$ cat src/rtl/dref_pkg.sv
package dref_pkg;

    typedef enum logic [2:0] {
        ST_IDLE,
        ST_REQ,
        ST_SETUP,
        ST_STROBE,
        ST_PRECH,
        ST_NEXT,
        ST_REL
    } dref_state_e;

    typedef struct packed {
        logic hold;
        logic drive;
        logic strobe;
    } dref_ctl_t;

    function automatic dref_ctl_t dref_decode(dref_state_e s);
        dref_ctl_t c;
        c.hold   = (s == ST_REQ) || (s == ST_SETUP) || (s == ST_STROBE) ||
                   (s == ST_PRECH) || (s == ST_NEXT);
        c.drive  = (s == ST_SETUP) || (s == ST_STROBE) ||
                   (s == ST_PRECH) || (s == ST_NEXT);
        c.strobe = (s == ST_STROBE);
        return c;
    endfunction

    function automatic int dref_max(int a, int b);
        return (a > b) ? a : b;
    endfunction

endpackage

$ cat src/rtl/dref_timer.sv
module dref_timer #(
    parameter int INTERVAL = 1_500_000
) (
    input  logic clk,
    input  logic rst,
    output logic tick_o
);
    localparam int TW = (INTERVAL > 2) ? $clog2(INTERVAL) : 1;
    localparam logic [TW-1:0] LAST = TW'(INTERVAL - 1);

    logic [TW-1:0] cnt;

    assign tick_o = (cnt == LAST);

    always_ff @(posedge clk) begin
        if (rst) begin
            cnt <= '0;
        end else if (tick_o) begin
            cnt <= '0;
        end else begin
            cnt <= cnt + 1'b1;
        end
    end

    AST_TICK_SPACED: assert property (@(posedge clk) disable iff (rst)
        tick_o |=> !tick_o);

endmodule

$ cat src/rtl/dref_backlog.sv
module dref_backlog #(
    parameter int PEND_W = 3
) (
    input  logic clk,
    input  logic rst,
    input  logic tick_i,
    input  logic done_i,
    output logic owed_o
);
    localparam logic [PEND_W-1:0] FULL = '1;

    logic [PEND_W-1:0] cnt;

    assign owed_o = (cnt != '0);

    always_ff @(posedge clk) begin
        if (rst) begin
            cnt <= '0;
        end else begin
            case ({tick_i, done_i})
                2'b10:   cnt <= (cnt == FULL) ? cnt : cnt + 1'b1;
                2'b01:   cnt <= cnt - 1'b1;
                default: cnt <= cnt;
            endcase
        end
    end

    AST_NO_UNDERFLOW: assert property (@(posedge clk) disable iff (rst)
        (done_i && !tick_i) |-> (cnt != '0));
    AST_SATURATES: assert property (@(posedge clk) disable iff (rst)
        (cnt == FULL && tick_i && !done_i) |=> (cnt == FULL));

endmodule

$ cat src/rtl/dref_seq.sv
module dref_seq
    import dref_pkg::*;
#(
    parameter int ROW_W   = 10,
    parameter int RAS_LOW = 4,
    parameter int PRECHG  = 3
) (
    input  logic             clk,
    input  logic             rst,
    input  logic             hlda_i,
    input  logic             owed_i,
    output logic             done_o,
    output logic             hold_o,
    output logic             addr_oe_o,
    output logic             mrd_n_o,
    output logic             ras_n_o,
    output logic [ROW_W-1:0] row_o
);
    localparam int PH_MAX = dref_max(RAS_LOW, PRECHG);
    localparam int PH_W   = (PH_MAX > 1) ? $clog2(PH_MAX) : 1;
    localparam logic [PH_W-1:0] LOW_LOAD = PH_W'(RAS_LOW - 1);
    localparam logic [PH_W-1:0] PRE_LOAD = PH_W'(PRECHG - 1);

    dref_state_e     state, nxt;
    logic [PH_W-1:0] ph, ph_nxt;
    dref_ctl_t       ctl;

    assign ctl       = dref_decode(state);
    assign hold_o    = ctl.hold;
    assign addr_oe_o = ctl.drive;
    assign mrd_n_o   = !ctl.drive;
    assign ras_n_o   = !ctl.strobe;
    assign done_o    = (state == ST_PRECH) && (ph == '0);

    always_comb begin
        nxt    = state;
        ph_nxt = ph;
        case (state)
            ST_IDLE:  if (owed_i) nxt = ST_REQ;
            ST_REQ:   if (hlda_i) nxt = ST_SETUP;
            ST_SETUP: begin
                nxt    = ST_STROBE;
                ph_nxt = LOW_LOAD;
            end
            ST_STROBE: begin
                if (ph == '0) begin
                    nxt    = ST_PRECH;
                    ph_nxt = PRE_LOAD;
                end else begin
                    ph_nxt = ph - 1'b1;
                end
            end
            ST_PRECH: begin
                if (ph == '0) nxt = ST_NEXT;
                else          ph_nxt = ph - 1'b1;
            end
            ST_NEXT:  nxt = owed_i ? ST_SETUP : ST_REL;
            ST_REL:   if (!hlda_i) nxt = ST_IDLE;
            default:  nxt = ST_IDLE;
        endcase
    end

    always_ff @(posedge clk) begin
        if (rst) begin
            state <= ST_IDLE;
            ph    <= '0;
            row_o <= '0;
        end else begin
            state <= nxt;
            ph    <= ph_nxt;
            if (done_o) row_o <= row_o + 1'b1;
        end
    end

    AST_GRANT_BEFORE_DRIVE: assert property (@(posedge clk) disable iff (rst)
        $rose(addr_oe_o) |-> $past(hlda_i));
    AST_STROBE_IN_READ: assert property (@(posedge clk) disable iff (rst)
        !ras_n_o |-> (addr_oe_o && !mrd_n_o && hold_o));
    AST_ROW_STABLE: assert property (@(posedge clk) disable iff (rst)
        (!ras_n_o && $past(!ras_n_o)) |-> $stable(row_o));
    AST_ROW_STEP: assert property (@(posedge clk) disable iff (rst)
        done_o |=> (row_o == ROW_W'($past(row_o) + 1'b1)));
    AST_RELEASE_WAITS: assert property (@(posedge clk) disable iff (rst)
        (state == ST_REL && hlda_i) |=> !hold_o);

endmodule

$ cat src/rtl/dref_ctrl.sv
module dref_ctrl #(
    parameter int INTERVAL = 1_500_000,
    parameter int ROW_W    = 10,
    parameter int RAS_LOW  = 4,
    parameter int PRECHG   = 3,
    parameter int PEND_W   = 3
) (
    input  logic             clk,
    input  logic             rst,
    input  logic             hlda_i,
    output logic             hold_o,
    output logic             mrd_n_o,
    output logic [ROW_W-1:0] row_addr_o,
    output logic             addr_oe_o,
    output logic             ras_n_o
);
    logic tick, owed, done;

    dref_timer #(.INTERVAL(INTERVAL)) u_timer (
        .clk    (clk),
        .rst    (rst),
        .tick_o (tick)
    );

    dref_backlog #(.PEND_W(PEND_W)) u_backlog (
        .clk    (clk),
        .rst    (rst),
        .tick_i (tick),
        .done_i (done),
        .owed_o (owed)
    );

    dref_seq #(
        .ROW_W   (ROW_W),
        .RAS_LOW (RAS_LOW),
        .PRECHG  (PRECHG)
    ) u_seq (
        .clk       (clk),
        .rst       (rst),
        .hlda_i    (hlda_i),
        .owed_i    (owed),
        .done_o    (done),
        .hold_o    (hold_o),
        .addr_oe_o (addr_oe_o),
        .mrd_n_o   (mrd_n_o),
        .ras_n_o   (ras_n_o),
        .row_o     (row_addr_o)
    );

    AST_IDLE_OFF_BUS: assert property (@(posedge clk) disable iff (rst)
        !hold_o |-> (!addr_oe_o && ras_n_o && mrd_n_o));

endmodule

$ cat config.mk
export PLATFORM = sky130hd
export DESIGN_NAME = dref_ctrl
export DESIGN_NICKNAME = d
export VERILOG_FILES = /design/src/rtl/dref_pkg.sv /design/src/rtl/dref_timer.sv /design/src/rtl/dref_backlog.sv /design/src/rtl/dref_seq.sv /design/src/rtl/dref_ctrl.sv
export SDC_FILE = /design/constraint.sdc
export NUM_CORES = 1
export LEC_CHECK = 0
export CAP_MARGIN = 20
export CORE_ASPECT_RATIO = 1.5
export CORE_MARGIN = 2
export CORE_UTILIZATION = 56
export DETAILED_ROUTE_END_ITERATION = 8
export PLACE_DENSITY_LB_ADDON = 0.15
export SYNTH_ARGS = -nofsm -noshare
export SYNTH_HDL_FRONTEND = slang
export SYNTH_SLANG_ARGS = --single-unit
$ cat constraint.sdc
create_clock -name clk -period 3.2 [get_ports clk]
set_clock_uncertainty 0.1 [all_clocks]
set_input_delay 0.64 -clock clk [delete_from_list [all_inputs] [get_ports clk]]
set_output_delay 0.64 -clock clk [all_outputs]
set_load 0.005 [all_outputs]
# Yosys cells after proc, flatten, opt, wreduce, memory -nomap -nowiden
# Cells that the tools add are included.
word_totals:
  register_bits: 39
  in_bits: 3
  output_inout_bits: 14
  wordCells: 58
classes:
  n_addsub: 5
  eq_ne: 17
  muxes: 12
  reduce_logical: 19
ops:
  columns: ["cell", "n"]
  rows:
  - ["$add A21 B1 Y21 const B", 1]
  - ["$eq A21 B21 Y1 const B", 1]
  - ["$mux W3", 7]
  - ["$pmux W3 S7", 1]
  - ["$eq A3 B3 Y1 const B", 4]
  - ["$ne A2 B2 Y1 const B", 6]
  - ["$add A10 B1 Y10 const B", 1]
  - ["$logic_or A1 B1 Y1", 7]
  - ["$eq A3 B2 Y1 const B", 2]
  - ["$pmux W2 S3", 1]
  - ["$pmux W3 S2", 1]
  - ["$reduce_bool A3 Y1", 2]
  - ["$reduce_and A5 Y1", 1]
  - ["$mux W2", 2]
  - ["$reduce_and A2 Y1", 2]
  - ["$add A3 B1 Y3 const B", 1]
  - ["$eq A3 B1 Y1 const B", 1]
  - ["$logic_not A3 Y1", 1]
  - ["$sub A3 B1 Y3 const B", 1]
  - ["$eq A2 B1 Y1 const B", 1]
  - ["$eq A2 B2 Y1 const B", 1]
  - ["$logic_not A1 Y1", 2]
  - ["$logic_not A2 Y1", 1]
  - ["$ne A2 B1 Y1 const B", 1]
  - ["4 further kinds", 4]

# Longest topological paths before layout
depth:
  word_depth: 5
  ltp_mapped: 9
  mapped_depth_nobuf: 9

# Cells and area by module
# A second synthesis with hierarchy kept.
unflattened:
  hier_cells: 237
  hier_area_um2: 2037.0
by_module_without_submodules:
  columns: ["mod", "instances", "cells_each", "area_per_inst_um2", "seq_area_each_um2"]
  rows:
  - ["dref_timer", 1, 115, 1002.2, 420.4]
  - ["dref_seq", 1, 97, 809.5, 300.3]
  - ["dref_backlog", 1, 25, 225.2, 60.1]

# Worst setup path after synthesis
# No wires, ideal clock.
synth_path:
  kind: "register -> register"
  startpoint: "reg u_timer.cnt[12]"
  endpoint: "reg u_backlog.cnt[2]"
  setup_time_ns: 0.086
  arrival_time_ns: 2.051
  required_time_ns: 3.014
  path_slack_ns: 0.962
  stages_incl_launch_ff: 9
  n_path_buf: 0
  period_less_slack_ns: 2.238
  cell_sequence: "dfxtp_1 or4_4 nor4_4 a21oi_2 inv_1 fa_1 a21oi_1 a22o_1 a221oi_2"
synth_via:
  elab_chain_len: 4
  word_cells_on_any_way: 7
  cone_classes: "eq/ne: 4; mux: 1; reduce/logical: 2"
synth_rtl:
  columns: ["item", "line", "rtl"]
  rows:
  - ["start, declared", "dref_timer.sv:11", "logic [TW-1:0] cnt;"]
  - ["start signal, assigned", "dref_timer.sv:21", "cnt <= cnt + 1'b1;"]
  - ["$eq A21 B21 Y1 (*)", "dref_timer.sv:13", "assign tick_o = (cnt == LAST);"]
  - ["$eq A2 B2 Y1 / $eq A2 B1 Y1 (equally long branches)", "dref_backlog.sv:20", "case ({tick_i, done_i})"]
  - ["$ne A2 B2 Y1 (no line) / $reduce_bool A2 Y1 (equally long branches)", null, null]
  - ["$reduce_and A2 Y1 (no line)", null, null]
  - ["end signal, assigned", "dref_backlog.sv:21", "2'b10: cnt <= (cnt == FULL) ? cnt : cnt + 1'b1;"]
  - ["end signal, assigned", "dref_backlog.sv:22", "2'b01: cnt <= cnt - 1'b1;"]
  - ["end signal, assigned", "dref_backlog.sv:23", "default: cnt <= cnt;"]
  - ["end, declared", "dref_backlog.sv:12", "logic [PEND_W-1:0] cnt;"]
# Every way passes the cells marked *; elsewhere a longest branch is shown, timed or not.
# A chain may end at the register's enable or synchronous reset.

# Worst setup path after layout
layout_path:
  startpoint: "reg u_seq.state[1]"
  endpoint: "out addr_oe_o"
layout_via:
  elab_chain_len: 4
  word_cells_on_any_way: 7
  cone_classes: "eq/ne: 4; reduce/logical: 3"
layout_rtl:
  columns: ["item", "line", "rtl"]
  rows:
  - ["start, declared", "dref_seq.sv:24", "dref_state_e state, nxt;"]
  - ["start signal, assigned", "dref_seq.sv:69", "state <= nxt;"]
  - ["$eq A3 B2 Y1", "dref_pkg.sv:23", "c.drive = (s == ST_SETUP) || (s == ST_STROBE) ||"]
  - ["$logic_or A1 B1 Y1 (2 in a row)", "dref_pkg.sv:23", null]
  - ["$logic_or A1 B1 Y1 (*)", "dref_pkg.sv:24", "(s == ST_PRECH) || (s == ST_NEXT);"]
  - ["end, declared", "dref_ctrl.sv:14", "output logic addr_oe_o,"]
# Marked as above.

==> flow_summary.json <==
{
  "drc": 0,
  "ys_types": 40,
  "power_density_mw_per_mm2": 446,
  "pwr-share-seq_pct": 49.3,
  "nets": 252,
  "ys_seq_elements": 39,
  "syn_area_mm2": 0.00191,
  "cts_tree": "yes",
  "fmax_mhz": 412,
  "vias_per_cell": 5.51,
  "tightest_slew_ps": 692,
  "finalHoldViolCount": 0,
  "die_x_um": 51.6,
  "layout-drive-gt1-share_pct": 8.57,
  "grt_pass1_wl_um": 5840,
  "cts_buffers": 5,
  "num_rows": 26,
  "clock_sinks": 39,
  "rr_worst_depth": 8,
  "die_area_mm2": 0.00390,
  "insertedDiodeCount": 0,
  "finalSetupViolCount": 0,
  "yosys_warnings": 0,
  "hold_path_class": "flop to flop",
  "avgSynthCellArea_um2": 8.36,
  "cts_setup_buffers": 0,
  "rsz0062_at_grt": "false",
  "ant_nets": 0,
  "fillers": 290,
  "worstPathMaxFanout": 17,
  "synthCells": 228,
  "period_minus_slack_ps": 2430,
  "via_count": 1580,
  "clock-root-buffer": "clkbuf_8",
  "antenna_found_initial": 0,
  "timing.rr.start": "u_timer.cnt[10]",
  "crit_type": "flop to output port",
  "clkPwrFrac_pct": 48.9,
  "switching_share_pct": 19.1,
  "hold_buffers": 0,
  "rr_endpoint": "u_backlog.cnt[2]",
  "grt_pass1_vias": 1446,
  "p_sw_mw": 0.190,
  "grt-ovfl-total": 0,
  "power_frac_comb_pct": 1.8,
  "holdPathEnd": "u_timer.cnt[0]",
  "setup_slack_ps": 773,
  "end_kind": "output port",
  "core_region_area_mm2": 0.00332,
  "status": "finished clean",
  "multi_input_area_mm2": 0.00104,
  "intPower_mw": 0.806,
  "clock_latency_ps": 290,
  "irDropWorstVdd_mv": 0.450,
  "slew_viol_final": 0,
  "die_h_um": 75.5,
  "htreeDepth": 2,
  "synthTopCellsByArea": "dfxtp_1 (41%), nor2_1 (7.5%), xnor2_1 (6.4%), xor2_1 (5.5%), nand2_1 (3.5%)",
  "fin_crit_sh_pct": 75.8,
  "pin_count": 17,
  "required_ps": 2460,
  "grt_usage_pct": 19.7,
  "final.setup.tns_ps": 0,
  "wl_um": 3410,
  "clkTransAtPathRegs_ps": 80,
  "register_area_um2": 781,
  "synth_fp_nets": 236,
  "start_kind": "flop",
  "initial_core_util_pct": 57.5,
  "firstDrtPassIters": 4,
  "leakage_nw": 0.754,
  "whs_ps": 375,
  "maxCapViolCount": 0,
  "r2r_slack_ps": 830,
  "ys_seq_area_share_pct": 40.9,
  "grt_max_degree": 21,
  "cts_resized": 0,
  "routedWlPerCell_um": 11.9,
  "min_path_cells": 1,
  "port_buffers": 16,
  "worstHoldStart": "u_timer.cnt[0]",
  "clk_path_buf_depth": 2,
  "place_hpwl_um": 2510,
  "post-route-util_pct": 67.3,
  "place.gp.congestion": 0.734,
  "drtIter0Drc": 28,
  "synthToLayoutAreaGrowth_pct": 17.1,
  "worst_ep_arrival_time_ps": 1690,
  "slew_headroom_pct": 53.9,
  "pre_cts_ws_ps": 851,
  "synth_top_area_share_pct": 40.9,
  "yosysTopAreaCell": "dfxtp_1"
}
## area by class of cell
type | count | area share, %
multi-input cells | 168 | 46.7
repair buffers | 18 | 7.84
flip-flops and latches | 39 | 35.0
inverters | 12 | 2.02
clock inverters | 3 | 3.03
clock buffers | 5 | 3.08
well taps | 42 | 2.35
## flip-flops by register name, indices dropped and copies added, names as in the netlist
register,count
u_seq.row_o,10
u_seq.state,3
u_timer.cnt,21
u_backlog.cnt,3
u_seq.ph,2
## how the worst max path moves through the flow
stage	from	to	slack [ps]	depth (start not counted)
floorplan	u_timer.cnt[12]	u_backlog.cnt[2]	960	8
global placement	u_timer.cnt[10]	u_backlog.cnt[2]	910	8
detailed placement	u_timer.cnt[10]	u_backlog.cnt[2]	850	8
CTS	u_seq.state[1]	addr_oe_o	760	2
global route	u_seq.state[1]	hold_o	650	3
finish	u_seq.state[1]	addr_oe_o	770	2
## synthesized netlist by cell type
master / number
a211oi_2: 2
a21o_1: 1
a21oi_1: 12
a21oi_2: 1
a221oi_1: 1
a221oi_2: 1
a22o_1: 1
a31oi_1: 2
and2_1: 1
and3_1: 3
and3_2: 1
buf_2: 3
clkbuf_1: 6
dfxtp_1: 39
fa_1: 1
ha_1: 4
inv_1: 12
nand2_1: 18
nand2b_1: 1
nand3_1: 12
nand4_1: 8
nand4b_1: 1
nor2_1: 38
nor2b_1: 1
nor3_1: 5
nor3_2: 1
nor4_1: 5
nor4_4: 1
nor4bb_1: 1
o211ai_1: 2
o21a_1: 1
o21ai_0: 7
o21ai_1: 1
o32ai_1: 1
or2_2: 1
or3_1: 3
or3b_2: 1
or4_4: 2
xnor2_1: 14
xor2_1: 12
## metal layers
layer | GRT usage [%] | vias to the layer above | wire length (µm)
li1 | - | 815 | -
met1 | 20.2 | 739 | 1480
met2 | 38.2 | 19 | 1800
met3 | 4.12 | 7 | 69
met4 | 8.19 | 0 | 59
met5 | 0 | - | 0
## per-stage QoR
step           cells  total power [mW]  cell area [µm²]
5_1_grt          287              1.03             2230
3_3_place_gp     279             0.521             2100
2_1_floorplan    228             0.515             1910
3_5_place_dp     279             0.521             2100
4_1_cts          287              1.01             2230
6_report         287             0.996             2230
## cell families (layout without fill, tap and decap cells)
kind of cell / after synthesis / after routing / share of synthesized area, %
XOR/XNOR: 26 / 26 / 11.9
buffers and inverters: 21 / 38 / 4.33
adder cells (fa/ha/maj): 5 / 5 / 3.67
flip-flops: 39 / 39 / 40.9
AO/OA/AOI/OAI: 33 / 33 / 11.4
AND/OR/NAND/NOR: 104 / 104 / 27.7
## placed cells by master (no fill, tap or decap), types with 2 or more instances in the layout
cell type	n
ha_1	4
clkdlybuf4s50_1	16
nor3_1	5
bufinv_16	2
inv_1	12
a211oi_2	2
or4_4	2
clkbuf_8	5
nor2_1	38
xor2_1	12
a21oi_1	12
or3_1	3
nand3_1	12
nor4_1	5
dfxtp_1	39
nand2_1	18
buf_4	2
o211ai_1	2
o21ai_0	7
nand4_1	8
and3_1	3
a31oi_1	2
xnor2_1	14
## power groups by stage
| stage | combinational, mW | sequential [mW] | clock (mW) |
|---|---|---|---|
| final | 0.0182 | 0.491 | 0.487 |
| after CTS | 0.0187 | 0.491 | 0.499 |
| after detailed placement | 0.0189 | 0.502 | 0 |
| after global routing | 0.0204 | 0.492 | 0.521 |
| after global placement | 0.0183 | 0.502 | 0 |
| after floorplan | 0.0129 | 0.502 | 0 |
## worst max-delay path, stage by stage (launching register included)
cell and delay, ps:
dfxtp_1 650, xor2_1 220, clkdlybuf4s50_1 520
Power figures use the tool's default switching activity.
